$ cat config.mk
export PLATFORM = sky130hd
export DESIGN_NAME = zt_burst_sram
export DESIGN_NICKNAME = d
export VERILOG_FILES = /design/src/rtl/zt_pkg.sv /design/src/rtl/zt_cmd_seq.sv /design/src/rtl/zt_store.sv /design/src/rtl/zt_burst_sram.sv
export SDC_FILE = /design/constraint.sdc
export NUM_CORES = 1
export LEC_CHECK = 0
export BUFFER_PORTS_ARGS = -buffer_cell sky130_fd_sc_hd__buf_2
export CAP_MARGIN = 10
export CORE_ASPECT_RATIO = 1.75
export CORE_MARGIN = 10
export CORE_UTILIZATION = 55
export CTS_CLUSTER_DIAMETER = 120
export DETAILED_ROUTE_END_ITERATION = 8
export HOLD_SLACK_MARGIN = 0.05
export PLACE_DENSITY_LB_ADDON = 0.12
export SYNTH_ARGS = -nofsm -noshare
export SYNTH_HDL_FRONTEND = slang
export SYNTH_HIERARCHICAL = 1
export SYNTH_SLANG_ARGS = --single-unit
export TNS_END_PERCENT = 5
$ cat constraint.sdc
create_clock -name clk_i -period 5.94 [get_ports clk_i]
set_input_delay 0.297 -clock clk_i [delete_from_list [all_inputs] [get_ports clk_i]]
set_output_delay 0.297 -clock clk_i [all_outputs]
set_load 0.01 [all_outputs]
$ cat src/rtl/zt_pkg.sv
package zt_pkg;
  typedef enum logic [1:0] {OP_DESEL, OP_READ, OP_WRITE, OP_CONT} op_e;

  function automatic op_e classify(logic sel_n, logic adv, logic we_n);
    if (adv)       return OP_CONT;
    else if (sel_n) return OP_DESEL;
    else if (we_n)  return OP_READ;
    else            return OP_WRITE;
  endfunction
endpackage

$ cat src/rtl/zt_cmd_seq.sv
module zt_cmd_seq #(
  parameter int ADDR_W = 6,
  parameter int LANES  = 2
) (
  input  logic              clk_i,
  input  logic              rst_ni,
  input  logic              en_i,
  input  logic              sel_n_i,
  input  logic              adv_i,
  input  logic              we_n_i,
  input  logic [LANES-1:0]  be_n_i,
  input  logic [ADDR_W-1:0] addr_i,
  output logic              slot_v_o,
  output logic              slot_wr_o,
  output logic [ADDR_W-1:0] slot_addr_o,
  output logic [LANES-1:0]  slot_be_o
);
  import zt_pkg::*;
  localparam int BURST_W = 2;
  localparam int HI_W    = ADDR_W - BURST_W;

  op_e                op;
  logic               act_q, wr_q;
  logic [BURST_W-1:0] lo_q, lo_nxt;
  logic [HI_W-1:0]    hi_q;

  assign op     = classify(sel_n_i, adv_i, we_n_i);
  assign lo_nxt = lo_q + 1'b1;

  always_ff @(posedge clk_i or negedge rst_ni) begin
    if (!rst_ni) begin
      act_q       <= 1'b0;
      wr_q        <= 1'b0;
      lo_q        <= '0;
      hi_q        <= '0;
      slot_v_o    <= 1'b0;
      slot_wr_o   <= 1'b0;
      slot_addr_o <= '0;
      slot_be_o   <= '0;
    end else if (en_i) begin
      unique case (op)
        OP_READ, OP_WRITE: begin
          act_q       <= 1'b1;
          wr_q        <= (op == OP_WRITE);
          hi_q        <= addr_i[ADDR_W-1:BURST_W];
          lo_q        <= addr_i[BURST_W-1:0];
          slot_v_o    <= 1'b1;
          slot_wr_o   <= (op == OP_WRITE);
          slot_addr_o <= addr_i;
          slot_be_o   <= ~be_n_i;
        end
        OP_DESEL: begin
          act_q     <= 1'b0;
          slot_v_o  <= 1'b0;
          slot_wr_o <= 1'b0;
        end
        default: begin
          if (act_q) begin
            lo_q        <= lo_nxt;
            slot_v_o    <= 1'b1;
            slot_wr_o   <= wr_q;
            slot_addr_o <= {hi_q, lo_nxt};
            slot_be_o   <= ~be_n_i;
          end else begin
            slot_v_o  <= 1'b0;
            slot_wr_o <= 1'b0;
          end
        end
      endcase
    end
  end

  AST_BURST_STEP: assert property (@(posedge clk_i) disable iff (!rst_ni)
    en_i && adv_i && act_q |=> slot_v_o &&
      slot_addr_o[BURST_W-1:0] == $past(slot_addr_o[BURST_W-1:0]) + 2'd1 &&
      slot_addr_o[ADDR_W-1:BURST_W] == $past(slot_addr_o[ADDR_W-1:BURST_W]));
  AST_ABORT_IDLE: assert property (@(posedge clk_i) disable iff (!rst_ni)
    en_i && adv_i && !act_q |=> !slot_v_o);
endmodule

$ cat src/rtl/zt_store.sv
module zt_store #(
  parameter int ADDR_W = 6,
  parameter int LANES  = 2,
  parameter int LANE_W = 9
) (
  input  logic                    clk_i,
  input  logic                    rst_ni,
  input  logic                    en_i,
  input  logic                    wr_i,
  input  logic                    rd_i,
  input  logic [ADDR_W-1:0]       addr_i,
  input  logic [LANES-1:0]        be_i,
  input  logic [LANES*LANE_W-1:0] wdata_i,
  output logic [LANES*LANE_W-1:0] rdata_o
);
  localparam int DEPTH  = 1 << ADDR_W;
  localparam int DATA_W = LANES * LANE_W;

  logic [DATA_W-1:0] mem_q [DEPTH];
  logic              pend_v_q;
  logic [ADDR_W-1:0] pend_addr_q;
  logic [LANES-1:0]  pend_be_q;
  logic [DATA_W-1:0] pend_data_q;
  logic [DATA_W-1:0] arr_word, fwd_word;
  logic              hit;

  assign arr_word = mem_q[addr_i];
  assign hit      = pend_v_q && (pend_addr_q == addr_i);

  // posted write: captured at the data edge, committed one enabled edge later
  always_ff @(posedge clk_i or negedge rst_ni) begin
    if (!rst_ni)   pend_v_q <= 1'b0;
    else if (en_i) pend_v_q <= wr_i;
  end

  always_ff @(posedge clk_i) begin
    if (en_i && wr_i) begin
      pend_addr_q <= addr_i;
      pend_be_q   <= be_i;
      pend_data_q <= wdata_i;
    end
    if (en_i && rd_i) rdata_o <= fwd_word;
  end

  for (genvar k = 0; k < LANES; k++) begin : g_lane
    assign fwd_word[k*LANE_W +: LANE_W] = (hit && pend_be_q[k]) ?
      pend_data_q[k*LANE_W +: LANE_W] : arr_word[k*LANE_W +: LANE_W];

    always_ff @(posedge clk_i) begin
      if (en_i && pend_v_q && pend_be_q[k])
        mem_q[pend_addr_q][k*LANE_W +: LANE_W] <= pend_data_q[k*LANE_W +: LANE_W];
    end
  end

  AST_FWD_FULL: assert property (@(posedge clk_i) disable iff (!rst_ni)
    en_i && rd_i && hit && (&pend_be_q) |=> rdata_o == $past(pend_data_q));
endmodule

$ cat src/rtl/zt_burst_sram.sv
module zt_burst_sram #(
  parameter int ADDR_W = 6,
  parameter int LANES  = 2,
  parameter int LANE_W = 9
) (
  input  logic                    clk_i,
  input  logic                    rst_ni,
  input  logic                    clk_en_i,
  input  logic                    sel_n_i,
  input  logic                    adv_i,
  input  logic                    we_n_i,
  input  logic [LANES-1:0]        lane_we_n_i,
  input  logic                    oe_n_i,
  input  logic [ADDR_W-1:0]       addr_i,
  input  logic [LANES*LANE_W-1:0] data_i,
  output logic [LANES*LANE_W-1:0] data_o,
  output logic                    data_oe_o
);
  logic              s1_v, s1_wr;
  logic [ADDR_W-1:0] s1_addr;
  logic [LANES-1:0]  s1_be;
  logic              s2_v_q, s2_wr_q;
  logic [ADDR_W-1:0] s2_addr_q;
  logic [LANES-1:0]  s2_be_q;
  logic              out_rd_q;

  zt_cmd_seq #(.ADDR_W(ADDR_W), .LANES(LANES)) u_seq (
    .clk_i      (clk_i),
    .rst_ni     (rst_ni),
    .en_i       (clk_en_i),
    .sel_n_i    (sel_n_i),
    .adv_i      (adv_i),
    .we_n_i     (we_n_i),
    .be_n_i     (lane_we_n_i),
    .addr_i     (addr_i),
    .slot_v_o   (s1_v),
    .slot_wr_o  (s1_wr),
    .slot_addr_o(s1_addr),
    .slot_be_o  (s1_be)
  );

  // second address stage: its edge is the data edge for reads and writes
  always_ff @(posedge clk_i or negedge rst_ni) begin
    if (!rst_ni) begin
      s2_v_q    <= 1'b0;
      s2_wr_q   <= 1'b0;
      s2_addr_q <= '0;
      s2_be_q   <= '0;
      out_rd_q  <= 1'b0;
    end else if (clk_en_i) begin
      s2_v_q    <= s1_v;
      s2_wr_q   <= s1_wr;
      s2_addr_q <= s1_addr;
      s2_be_q   <= s1_be;
      out_rd_q  <= s2_v_q && !s2_wr_q;
    end
  end

  zt_store #(.ADDR_W(ADDR_W), .LANES(LANES), .LANE_W(LANE_W)) u_store (
    .clk_i  (clk_i),
    .rst_ni (rst_ni),
    .en_i   (clk_en_i),
    .wr_i   (s2_v_q && s2_wr_q),
    .rd_i   (s2_v_q && !s2_wr_q),
    .addr_i (s2_addr_q),
    .be_i   (s2_be_q),
    .wdata_i(data_i),
    .rdata_o(data_o)
  );

  assign data_oe_o = out_rd_q && !oe_n_i;

  AST_WR_SLOT_HIZ: assert property (@(posedge clk_i) disable iff (!rst_ni)
    clk_en_i && s2_v_q && s2_wr_q |=> !data_oe_o);
  AST_STALL_HOLD: assert property (@(posedge clk_i) disable iff (!rst_ni)
    !clk_en_i |=> $stable(data_o) && $stable(out_rd_q) && $stable(s2_addr_q));
  AST_DESEL_HIZ: assert property (@(posedge clk_i) disable iff (!rst_ni)
    clk_en_i && !s2_v_q |=> !data_oe_o);
endmodule

==> metrics.log, run 1 <==
INFO  metric relSlewSlack = 0.149
INFO  metric max_cap_viol_count = 0
INFO  metric edff_count_synth = 1196
INFO  metric worst-setup-path-type = reg2reg
INFO  metric wirelength = 112000 µm
INFO  metric ctsHtreeMaxLevel = 3
INFO  metric grt_antenna_before_repair = 0
INFO  metric yosysWarnings = 6
INFO  metric layout.cells.most_common = edfxtp_1
INFO  metric grt_pass1_vias = 23884
INFO  metric power_density_of_the_placed_cells = 408 nW/µm²
INFO  metric outcome = completed
INFO  metric setup_viol_count_final = 0
INFO  metric ys_ff_latch = 1224
INFO  metric yosysSeqAreaShare = 0.774
INFO  metric drt-initial-drc-count = 2203
INFO  metric finalWeightedCongestion = 0.844
INFO  metric worstHoldPathType = in2reg
INFO  metric report.final.hold_viol_count = 0
INFO  metric final_cell_area = 52700 µm²
INFO  metric netlist-cell-type-count = 68
INFO  metric post-route-period-util = 0.638
INFO  metric hold_path_depth = 2
INFO  metric synthFlopType = edfxtp_1
INFO  metric syn_nets = 2294
INFO  metric floorplan.rows = 142
INFO  metric vias = 22733
INFO  metric die_area = 98600 µm²
INFO  metric vias_per_cell = 6.32
INFO  metric power.ir.vdd_worst = 0.000367 V
INFO  metric grt-ovfl-total = 0
INFO  metric timing.critical_path.required = 6.38 ns
INFO  metric cts-buffers-inserted = 103
INFO  metric post-route-util = 0.617
INFO  metric areaGrowthSynthToFinish = 11.4%
INFO  metric routed_wire_length_per_instance = 31.0 µm
INFO  metric post_cts_buffers = 0
INFO  metric worst_pin_slew = 1.27 ns
INFO  metric detail-route-antenna-nets = 0
INFO  metric grt_util_all_layers = 0.227
INFO  metric worst_hold_endpoint = u_seq/slot_v_o
INFO  metric r2r_startpoint = s2_addr_q[0]
INFO  metric clock_insertion_delay_worst_skew = 0.71 ns
INFO  metric fillCellCount = 5977
INFO  metric tritoncts = yes
INFO  metric tritoncts_num_sinks = 1224
INFO  metric power_leakage = 16.4 nW
INFO  metric post_layout_min_period = 3.79 ns
INFO  metric clock_tree.buffer_depth = 3
INFO  metric die-height = 408 µm
INFO  metric worstSetupStartpointType = flip-flop
INFO  metric synth_area = 47300 µm²
INFO  metric final-instance-count-excl-fill = 3599
INFO  metric setup_repair_after_global_routing_missed_its_margin = no
INFO  metric highest_clock_rate = 264 MHz
INFO  metric io-pin-count = 52
INFO  metric clk_pin_slew = 0.07 ns
INFO  metric tns = 0 ns
INFO  metric num-nets-final = 2395
INFO  metric cp_data_arrival_time = 4.23 ns
INFO  metric effective_utilization_at_floorplan = 0.554
INFO  metric hpwl = 70800 µm
INFO  metric floorplan.die.width = 242 µm
INFO  metric crit_path_max_fanout = 47
INFO  metric most-common-layout-cells = edfxtp_1, mux4_2, nor2_1, mux2i_1, clkbuf_16
INFO  metric place.detailed.instances = 3377
INFO  metric synth_cells = 2258
INFO  metric dr.pass1.iters = 5
INFO  metric final.setup_skew = 0.0387 ns
INFO  metric synth_area_per_cell = 21.0 µm²
INFO  metric synthArstFlopShare = 0.0229
INFO  metric p_total = 21.5 mW
INFO  metric drive_gt1_frac = 0.219
INFO  metric pin_count_of_the_biggest_net_entering_global_routing = 87
INFO  metric crit-reg2reg-capture = u_store/rdata_o[10]
INFO  metric antenna_cells = 0
INFO  metric dp_worst_setup_slack = 2.04 ns
INFO  metric postPlaceCellArea = 48700 µm²
INFO  metric holdCritStartpoint = clk_en_i
INFO  metric worstSetupEndpointType = flip-flop
INFO  metric timing.hold.ws = 0.131 ns
INFO  metric reg2reg_slack = 2.15 ns
INFO  metric maxSlewViolCount = 0
INFO  metric global_route_wire_length_before_repair = 164000 µm
INFO  metric io_buffers = 51
INFO  metric drcViolationCount = 0
INFO  metric layout_setup_ws = 2.15 ns
INFO  metric reg2reg_depth = 5
INFO  metric cts_root_buffer = clkbuf_16
INFO  metric core_area = 85500 µm²
how the worst max path moves through the flow:
stage                      start             endpoint  slack (ns)  cells past startpoint
global placement    s2_addr_q[0]   u_store/rdata_o[9]        2.04                      5
global route        s2_addr_q[0]  u_store/rdata_o[14]        2.01                      5
finish              s2_addr_q[0]  u_store/rdata_o[10]        2.15                      5
CTS                 s2_addr_q[0]   u_store/rdata_o[9]        2.05                      5
detailed placement  s2_addr_q[0]   u_store/rdata_o[9]        2.04                      5
floorplan           s2_addr_q[2]  u_store/rdata_o[12]        3.68                      7
what timing repair did:
action	4_1_cts	5_1_grt
hold buffers	28	0
endpoints found under the hold margin	59	0
resized for setup	0	0
per-layer routing:
layer	wire [µm]	global-route usage	vias up	share of wire
li1	-	-	9582	-
met1	39500	0.263	12103	0.35
met2	61500	0.414	877	0.55
met3	6370	0.0346	171	0.057
met4	4320	0.0951	0	0.039
met5	0	0	-	0
power breakdown:
group,switching [mW],total (mW),internal [mW]
combinational,2.37,4.19,1.81
sequential,0.321,9.98,9.66
clock,3.02,7.32,4.30
total,5.72,21.5,15.8
flip-flops by register name, summed over array words and instances, names as in the netlist:
signal	cells
out_rd_q	1
s2_addr_q	6
s2_be_q	2
s2_v_q	1
s2_wr_q	1
u_seq/act_q	1
u_seq/hi_q	4
u_seq/slot_addr_o	6
u_seq/slot_be_o	2
u_seq/slot_v_o	1
u_seq/slot_wr_o	1
u_seq/wr_q	1
u_store/mem_q	1152
u_store/pend_addr_q	6
u_store/pend_be_q	2
u_store/pend_data_q	18
u_store/pend_v_q	1
u_store/rdata_o	18
worst max-delay path: stages (launching register included):
cell,delay (ns)
dfrtp_4,1.08
buf_4,0.52
mux4_2,0.57
a221oi_1,0.91
nand3_1,0.18
a32o_1,0.27
synth_stat cells, drive strengths merged (9+ instances only):
cell | n | share of area
a221oi | 24 | 0.0044
nand2 | 66 | 0.0052
a32o | 15 | 0.0032
buf | 83 | 0.011
a22o | 11 | 0.0020
clkbuf | 48 | 0.0039
a22oi | 68 | 0.011
nor2b | 9 | 0.0012
mux2i | 119 | 0.025
nor2 | 144 | 0.012
dfrtp | 28 | 0.015
o22ai | 19 | 0.0026
edfxtp | 1196 | 0.76
a31oi | 11 | 0.0015
mux4 | 243 | 0.12
nand3 | 18 | 0.0019
o21ai | 24 | 0.0025
nand4 | 23 | 0.0030
mux2 | 20 | 0.0056
cells by family after synthesis:
kind of cell / after synthesis / share of synthesized area
simple gates: 306 / 0.0301
xor+xnor: 6 / 0.00111
fa+ha+maj: 3 / 0.000793
compound gates: 200 / 0.0318
flops: 1224 / 0.774
mux: 382 / 0.147
buf+inv: 137 / 0.0157
cell type report:
type,count,area [µm²],area share
well taps,1152,1440,0.0274
clock inverters,70,943,0.0179
flip-flops and latches,1224,36600,0.695
clock buffers,123,2740,0.0519
inverters,6,22.5,0.000427
repair buffers,127,957,0.0182
multi-input cells,897,9970,0.189
(Power assumes the default switching activity.)
==> inputs of run 2 (changes only) <==
==> constraint.sdc (replaced) <==
create_clock -name clk_i -period 3.8 [get_ports clk_i]
set_input_delay 0.19 -clock clk_i [delete_from_list [all_inputs] [get_ports clk_i]]
set_output_delay 0.19 -clock clk_i [all_outputs]
set_load 0.01 [all_outputs]
==> run 2 against run 1 <==
Utilization rose by 1.2 points. Sequential cell count unchanged. Global-route usage grew 0.66 points. Combinational power rose by 66%. Routed wire length increased by 3.1%. Register-to-register slack lost 1.8 ns. Design area is 2.0% higher. Largest cell class unchanged. Largest power group unchanged.
==> metrics.log, run 2 (same netlist as run 1, synthesis figures left out) <==
INFO  metric cts-buffers-inserted = 104 (+0.97%)
INFO  metric maxSlewViolCount = 0 (unchanged)
INFO  metric largest-register = u_store/mem_q
INFO  metric io-pin-count = 52 (unchanged)
INFO  metric drcViolationCount = 0 (unchanged)
INFO  metric worstSetupEndpointType = flip-flop
INFO  metric worst_pin_slew = 1.18 ns (-0.0923 ns)
INFO  metric tns = 0 ns (unchanged)
INFO  metric area_of_the_multi_input_gates = 9960 µm² (about the same)
INFO  metric cp_cell_sequence = buf_12 > mux4_2 > mux4_2 > o22ai_1 > o31ai_1
INFO  metric drt-initial-drc-count = 2375 (+7.8%)
INFO  metric post-route-util = 0.629 (+0.0124)
INFO  metric floorplan.die.width = 242 µm (unchanged)
INFO  metric worst-setup-path-type = reg2reg
INFO  metric cp_data_arrival_time = 3.89 ns (-0.34 ns)
INFO  metric cts_repair_resize_count = 0 (unchanged)
INFO  metric grt_pass1_vias = 24748 (+3.6%)
INFO  metric core_area = 85500 µm² (unchanged)
INFO  metric vias_per_cell = 6.26 (-0.84%)
INFO  metric worstHoldPathType = in2async
INFO  metric wirelength = 115000 µm (+3.1%)
INFO  metric final.setup_skew = 0.0261 ns (-0.0125 ns)
INFO  metric highest_clock_rate = 289 MHz (+9.4%)
INFO  metric detail-route-antenna-nets = 0 (unchanged)
INFO  metric critical_path.slowest_cell = dfrtp_4
INFO  metric fillCellCount = 5807 (-2.8%)
INFO  metric grt_util_all_layers = 0.234 (+0.00664)
INFO  metric floorplan.rows = 142 (unchanged)
INFO  metric drt-met1-wl = 41500 µm (+5.0%)
INFO  metric path_delay_family = multiplexers
INFO  metric effective_utilization_at_floorplan = 0.554 (unchanged)
INFO  metric antenna_cells = 0 (unchanged)
INFO  metric grt-ovfl-total = 0 (unchanged)
INFO  metric power_leakage = 17.1 nW (+4.3%)
INFO  metric max_cap_viol_count = 0 (unchanged)
INFO  metric largest_reg_flops = 1152 (unchanged)
INFO  metric post_cts_buffers = 0 (unchanged)
INFO  metric drive_gt1_frac = 0.262 (+0.0432)
INFO  metric setup_repair_after_global_routing_missed_its_margin = no
INFO  metric setup_viol_count_final = 0 (unchanged)
INFO  metric tritoncts = yes
INFO  metric report.final.hold_viol_count = 0 (unchanged)
INFO  metric routed_wire_length_per_instance = 30.8 µm (-0.80%)
INFO  metric relSlewSlack = 0.214 (+0.0647)
INFO  metric die_area = 98600 µm² (unchanged)
INFO  metric dr_wl_met2 = 62700 µm (+2.0%)
INFO  metric areaGrowthSynthToFinish = 13.6%
INFO  metric outcome = completed
INFO  metric io_buffers = 51 (unchanged)
INFO  metric clock_tree.buffer_depth = 3 (unchanged)
INFO  metric cts_root_buffer = clkbuf_16
INFO  metric regArea = 36600 µm² (unchanged)
INFO  metric worstSetupStartpointType = flip-flop
INFO  metric layout_setup_ws = 0.335 ns (-1.82 ns)
INFO  metric dr.max_layer_used = met4
INFO  metric num-nets-final = 2533 (+5.8%)
INFO  metric pin_count_of_the_biggest_net_entering_global_routing = 73 (-16%)
INFO  metric power.ir.vdd_worst = 0.000469 V (+28%)
INFO  metric critical_path.n_buffers_inverters = 1 (unchanged)
INFO  metric reg2reg_slack = 0.33 ns (-1.82 ns)
INFO  metric die-height = 408 µm (unchanged)
INFO  metric path_common_cell = mux4_2
INFO  metric post-route-period-util = 0.912 (+0.274)
INFO  metric post_layout_min_period = 3.47 ns (-0.325 ns)
INFO  metric power_density_of_the_placed_cells = 627 nW/µm² (+54%)
INFO  metric timing.hold.ws = 0.0830 ns (-0.0482 ns)
INFO  metric ctsHtreeMaxLevel = 3 (unchanged)
INFO  metric most-common-layout-cells = edfxtp_1, mux4_2, buf_4, nor2_1, mux2i_1
INFO  metric tritoncts_num_sinks = 1224 (unchanged)
INFO  metric biggestRegsByFlops = u_store/mem_q x1152, u_store/pend_data_q x18, u_store/rdata_o x18
INFO  metric grt_antenna_before_repair = 0 (unchanged)
INFO  metric wl_met3 = 5730 µm (-10%)
INFO  metric clk_pin_slew = 0.07 ns (about the same)
INFO  metric cp_slowest_stage_delay = 0.82 ns (-0.26 ns)
INFO  metric dr.pass1.iters = 6 (+1)
INFO  metric finalWeightedCongestion = 0.859 (+1.8%)
INFO  metric vias = 23431 (+3.1%)
INFO  metric crit_path_max_fanout = 72 (+53%)
INFO  metric clock_insertion_delay_worst_skew = 0.71 ns (about the same)
INFO  metric layout.cells.most_common = edfxtp_1
INFO  metric global_route_wire_length_before_repair = 169000 µm (+2.7%)
INFO  metric timing.critical_path.required = 4.23 ns (-2.15 ns)
INFO  metric dp_worst_setup_slack = 0.439 ns (-1.60 ns)
INFO  metric hpwl = 75200 µm (+6.1%)
-- run 2: cell types whose count changed in the layout (fill, tap and decap cells not counted), moves of 2 or more --
cell and delta:
buf_12 +10, buf_4 +129, buf_6 -3, bufinv_16 -5
clkbuf_1 -6, clkbuf_16 -3, clkinv_1 +4, clkinv_4 +3
clkinv_8 +4, clkinvlp_4 +5, inv_6 +2
-- run 2: cell type report --
| class | instances | share of cell area |
|---|---|---|
| sequential | 1224 | 0.681 |
| multi-input combinational | 897 | 0.185 |
| clock buffer | 114 | 0.0491 |
| timing repair buffer | 264 | 0.0391 |
| tap | 1152 | 0.0268 |
| clock inverter | 84 | 0.0179 |
| inverter | 6 | 0.000419 |
-- run 2: per-layer routing --
layer / global-route usage / vias to the layer above
met1: 0.272 / 12528
met3: 0.0315 / 193
met4: 0.108 / 0
met5: 0 / -
met2: 0.423 / 839
li1: - / 9871
-- run 2: stage by stage --
step,cell area (µm²),std cells,power [mW]
floorplan,47300,2258,20.3
global placement,49900,3514,22.8
detailed placement,49900,3514,22.8
CTS,53800,3741,33.9
global route,53800,3741,34.8
finish,53800,3741,33.7
-- run 2: repair_timing --
item                                   in CTS  in global routing
setup endpoints to repair                   0                  0
hold buffers                               29                  0
endpoints found under the hold margin      62                  0
-- run 2: path summary, 6_finish.rpt --
| path | endpoint | cells past startpoint | startpoint |
|---|---|---|---|
| worst max-delay path | u_store/rdata_o[6] | 5 | s2_addr_q[2] |
| worst min-delay path | s2_addr_q[4] | 2 | rst_ni |
| worst max register to register | u_store/rdata_o[6] | 5 | s2_addr_q[2] |
| worst min register to register | u_store/pend_be_q[1] | 0 | s2_be_q[1] |
| max in group asynchronous | s2_addr_q[0] | 2 | rst_ni |
| min in group clk_i | u_seq/wr_q | 5 | sel_n_i |
-- run 2: power by group --
part / leakage, nW / switching, mW / internal, mW / total [mW]
Combinational: 4.32 / 3.88 / 3.08 / 6.96
Clock: 1.74 / 4.88 / 6.30 / 11.2
Sequential: 11.1 / 0.477 / 15.1 / 15.6
Total: 17.1 / 9.23 / 24.5 / 33.7
-- run 2: worst reg2reg max path: stages (launching register included) --
cell	delay, ns
dfrtp_4	0.82
buf_12	0.52
mux4_2	0.64
mux4_2	0.49
o22ai_1	0.54
o31ai_1	0.18
==> inputs of run 3 (changes only) <==
--- a/config.mk
+++ b/config.mk
@@ -7,7 +7,6 @@
 export LEC_CHECK = 0
 export BUFFER_PORTS_ARGS = -buffer_cell sky130_fd_sc_hd__buf_2
 export CAP_MARGIN = 10
-export CORE_ASPECT_RATIO = 1.75
 export CORE_MARGIN = 10
 export CORE_UTILIZATION = 55
 export CTS_CLUSTER_DIAMETER = 120
==> run 3 against run 2 <==
Critical endpoint is now u_store/rdata_o[13]. Register-to-register slack better by 0.06 ns. Largest cell class unchanged. Utilization up 0.58 points. Largest power group unchanged. Setup slack better by 0.065 ns. Critical path type unchanged. Cell count up 0.80%. Non-clock buffer count up 16. First-iteration DRC count up 27%. Design area up 0.71%. Highest routed layer is now met5.
==> metrics.log, run 3 (same netlist as run 1, synthesis figures left out) <==
INFO  metric outcome = completed
INFO  metric detail-route-antenna-nets = 0 (unchanged)
INFO  metric dr.pass1.iters = 5 (-1)
INFO  metric grt_pass1_vias = 24148 (-2.4%)
INFO  metric floorplan.die.width = 313 µm (+30%)
INFO  metric fillCellCount = 5785 (-0.38%)
INFO  metric grt-ovfl-total = 0 (unchanged)
INFO  metric power_density_of_the_placed_cells = 632 nW/µm² (+0.80%)
INFO  metric areaGrowthSynthToFinish = 14.4%
INFO  metric finalWeightedCongestion = 0.860 (+0.12%)
INFO  metric cp_data_arrival_time = 3.96 ns (+0.07 ns)
INFO  metric highest_clock_rate = 294 MHz (+1.9%)
INFO  metric die_area = 98200 µm² (-0.47%)
INFO  metric largest_reg_flops = 1152 (unchanged)
INFO  metric die-height = 313 µm (-23%)
INFO  metric setup_repair_after_global_routing_missed_its_margin = no
INFO  metric pin_count_of_the_biggest_net_entering_global_routing = 66 (-9.6%)
INFO  metric crit_path_max_fanout = 30 (-58%)
INFO  metric drive_gt1_frac = 0.266 (+0.00354)
INFO  metric vias = 23869 (+1.9%)
INFO  metric setup_viol_count_final = 0 (unchanged)
INFO  metric worstSetupEndpointType = flip-flop
INFO  metric wl_met3 = 11100 µm (+94%)
INFO  metric cts_repair_resize_count = 0 (unchanged)
INFO  metric worst-setup-path-type = reg2reg
INFO  metric hpwl = 72800 µm (-3.2%)
INFO  metric post-route-util = 0.635 (+0.00579)
INFO  metric global_route_wire_length_before_repair = 167000 µm (-1.3%)
INFO  metric report.final.hold_viol_count = 0 (unchanged)
INFO  metric tritoncts_num_sinks = 1224 (unchanged)
INFO  metric drcViolationCount = 0 (unchanged)
INFO  metric regArea = 36600 µm² (about the same)
INFO  metric vias_per_cell = 6.33 (+1.1%)
INFO  metric effective_utilization_at_floorplan = 0.555 (+0.00116)
INFO  metric biggestRegsByFlops = u_store/mem_q x1152, u_store/pend_data_q x18, u_store/rdata_o x18
INFO  metric reg2reg_slack = 0.40 ns (+0.06 ns)
INFO  metric power_leakage = 17.4 nW (+1.3%)
INFO  metric clock_insertion_delay_worst_skew = 0.69 ns (-0.02 ns)
INFO  metric ctsHtreeMaxLevel = 3 (unchanged)
INFO  metric tns = 0 ns (unchanged)
INFO  metric power.ir.vdd_worst = 0.000450 V (-4.0%)
INFO  metric worst_pin_slew = 1.12 ns (-0.0600 ns)
INFO  metric cts_root_buffer = clkbuf_16
INFO  metric worstHoldPathType = in2async
INFO  metric num-nets-final = 2564 (+1.2%)
INFO  metric floorplan.rows = 107 (-25%)
INFO  metric clk_pin_slew = 0.06 ns (about the same)
INFO  metric tritoncts = yes
INFO  metric place.detailed.instances = 3522 (+0.23%)
INFO  metric drt-initial-drc-count = 3021 (+27%)
INFO  metric io_buffers = 51 (unchanged)
INFO  metric maxSlewViolCount = 0 (unchanged)
INFO  metric largest-register = u_store/mem_q
INFO  metric final.setup_skew = 0.0206 ns (-0.00553 ns)
INFO  metric grt_util_all_layers = 0.231 (-0.00254)
INFO  metric max_cap_viol_count = 0 (unchanged)
INFO  metric most-common-layout-cells = edfxtp_1, mux4_2, buf_4, nor2_1, clkbuf_16
INFO  metric drt-met1-wl = 45900 µm (+11%)
INFO  metric grt_antenna_before_repair = 2 (+2)
INFO  metric core_area = 85300 µm² (-0.21%)
INFO  metric wirelength = 113000 µm (-1.8%)
INFO  metric final-instance-count-excl-fill = 3771 (+0.80%)
INFO  metric timing.critical_path.required = 4.36 ns (+0.13 ns)
INFO  metric worstSetupStartpointType = flip-flop
INFO  metric area_of_the_multi_input_gates = 9960 µm² (about the same)
INFO  metric dr_wl_met2 = 53400 µm (-15%)
INFO  metric io-pin-count = 52 (unchanged)
INFO  metric relSlewSlack = 0.254 (+0.0400)
INFO  metric routed_wire_length_per_instance = 30.0 µm (-2.6%)
INFO  metric dr.max_layer_used = met5
INFO  metric layout.cells.most_common = edfxtp_1
INFO  metric clock_tree.buffer_depth = 3 (unchanged)
INFO  metric cts-buffers-inserted = 119 (+14%)
INFO  metric post_layout_min_period = 3.40 ns (-0.0650 ns)
INFO  metric post-route-period-util = 0.895 (-0.0171)
## run 3: changes by cell type in the layout (fill, tap and decap cells not counted), sizes merged
cell,change
clkbuf,+31
buf,+16
clkinvlp,-5
bufinv,-4
clkinv,-1
diode,+1
## run 3: stage by stage
stage	hold WS (ns)	cell area [µm²]	setup WS [ns]	total power [mW]
2_1_floorplan	-0.106	47300	1.54	20.3
3_3_place_gp	0.239	50000	0.486	22.7
3_5_place_dp	0.250	50000	0.511	22.8
4_1_cts	0.0524	54100	0.501	34.4
5_1_grt	0.127	54100	0.277	35.4
6_report	0.0621	54100	0.400	34.2
## run 3: repair_timing
| action | CTS | global route |
|---|---|---|
| hold buffers | 29 | 0 |
| hold endpoints to repair | 61 | 0 |
| buffers inserted | 0 | 0 |
## run 3: where the power goes
part / internal, mW / switching (mW) / total [mW]
Combinational: 3.09 / 3.87 / 6.96
Clock: 6.80 / 4.88 / 11.7
Sequential: 15.1 / 0.463 / 15.6
## run 3: worst max-delay path: stages (launching register included)
cell     delay [ns]
dfrtp_4        0.81
buf_4          0.46
nor2b_2        0.71
buf_4          0.34
a22oi_1        0.14
a31oi_1        0.53
a32o_1         0.25
## run 3: final timing paths
check | to | startpoint | depth (start not counted)
min in group clk_i | u_seq/act_q | we_n_i | 5
hold / removal | u_seq/act_q | rst_ni | 2
max in group asynchronous | s2_addr_q[4] | rst_ni | 2
hold reg to reg | u_store/pend_be_q[1] | s2_be_q[1] | 0
setup reg to reg | u_store/rdata_o[13] | s2_addr_q[0] | 6
setup / recovery | u_store/rdata_o[13] | s2_addr_q[0] | 6
## run 3: layer usage
layer | vias to the layer above | GRT usage
li1 | 9947 | -
met1 | 12611 | 0.336
met2 | 1146 | 0.352
met3 | 163 | 0.0543
met4 | 2 | 0.0651
met5 | - | 0
## run 3: cell type report
class / count / share of cell area
clock inverters: 74 / 0.0134
repair buffers: 280 / 0.0410
well taps: 1144 / 0.0264
flip-flops and latches: 1224 / 0.677
diodes: 1 / 0.0000462
clock buffers: 145 / 0.0581
multi-input cells: 897 / 0.184
inverters: 6 / 0.000416
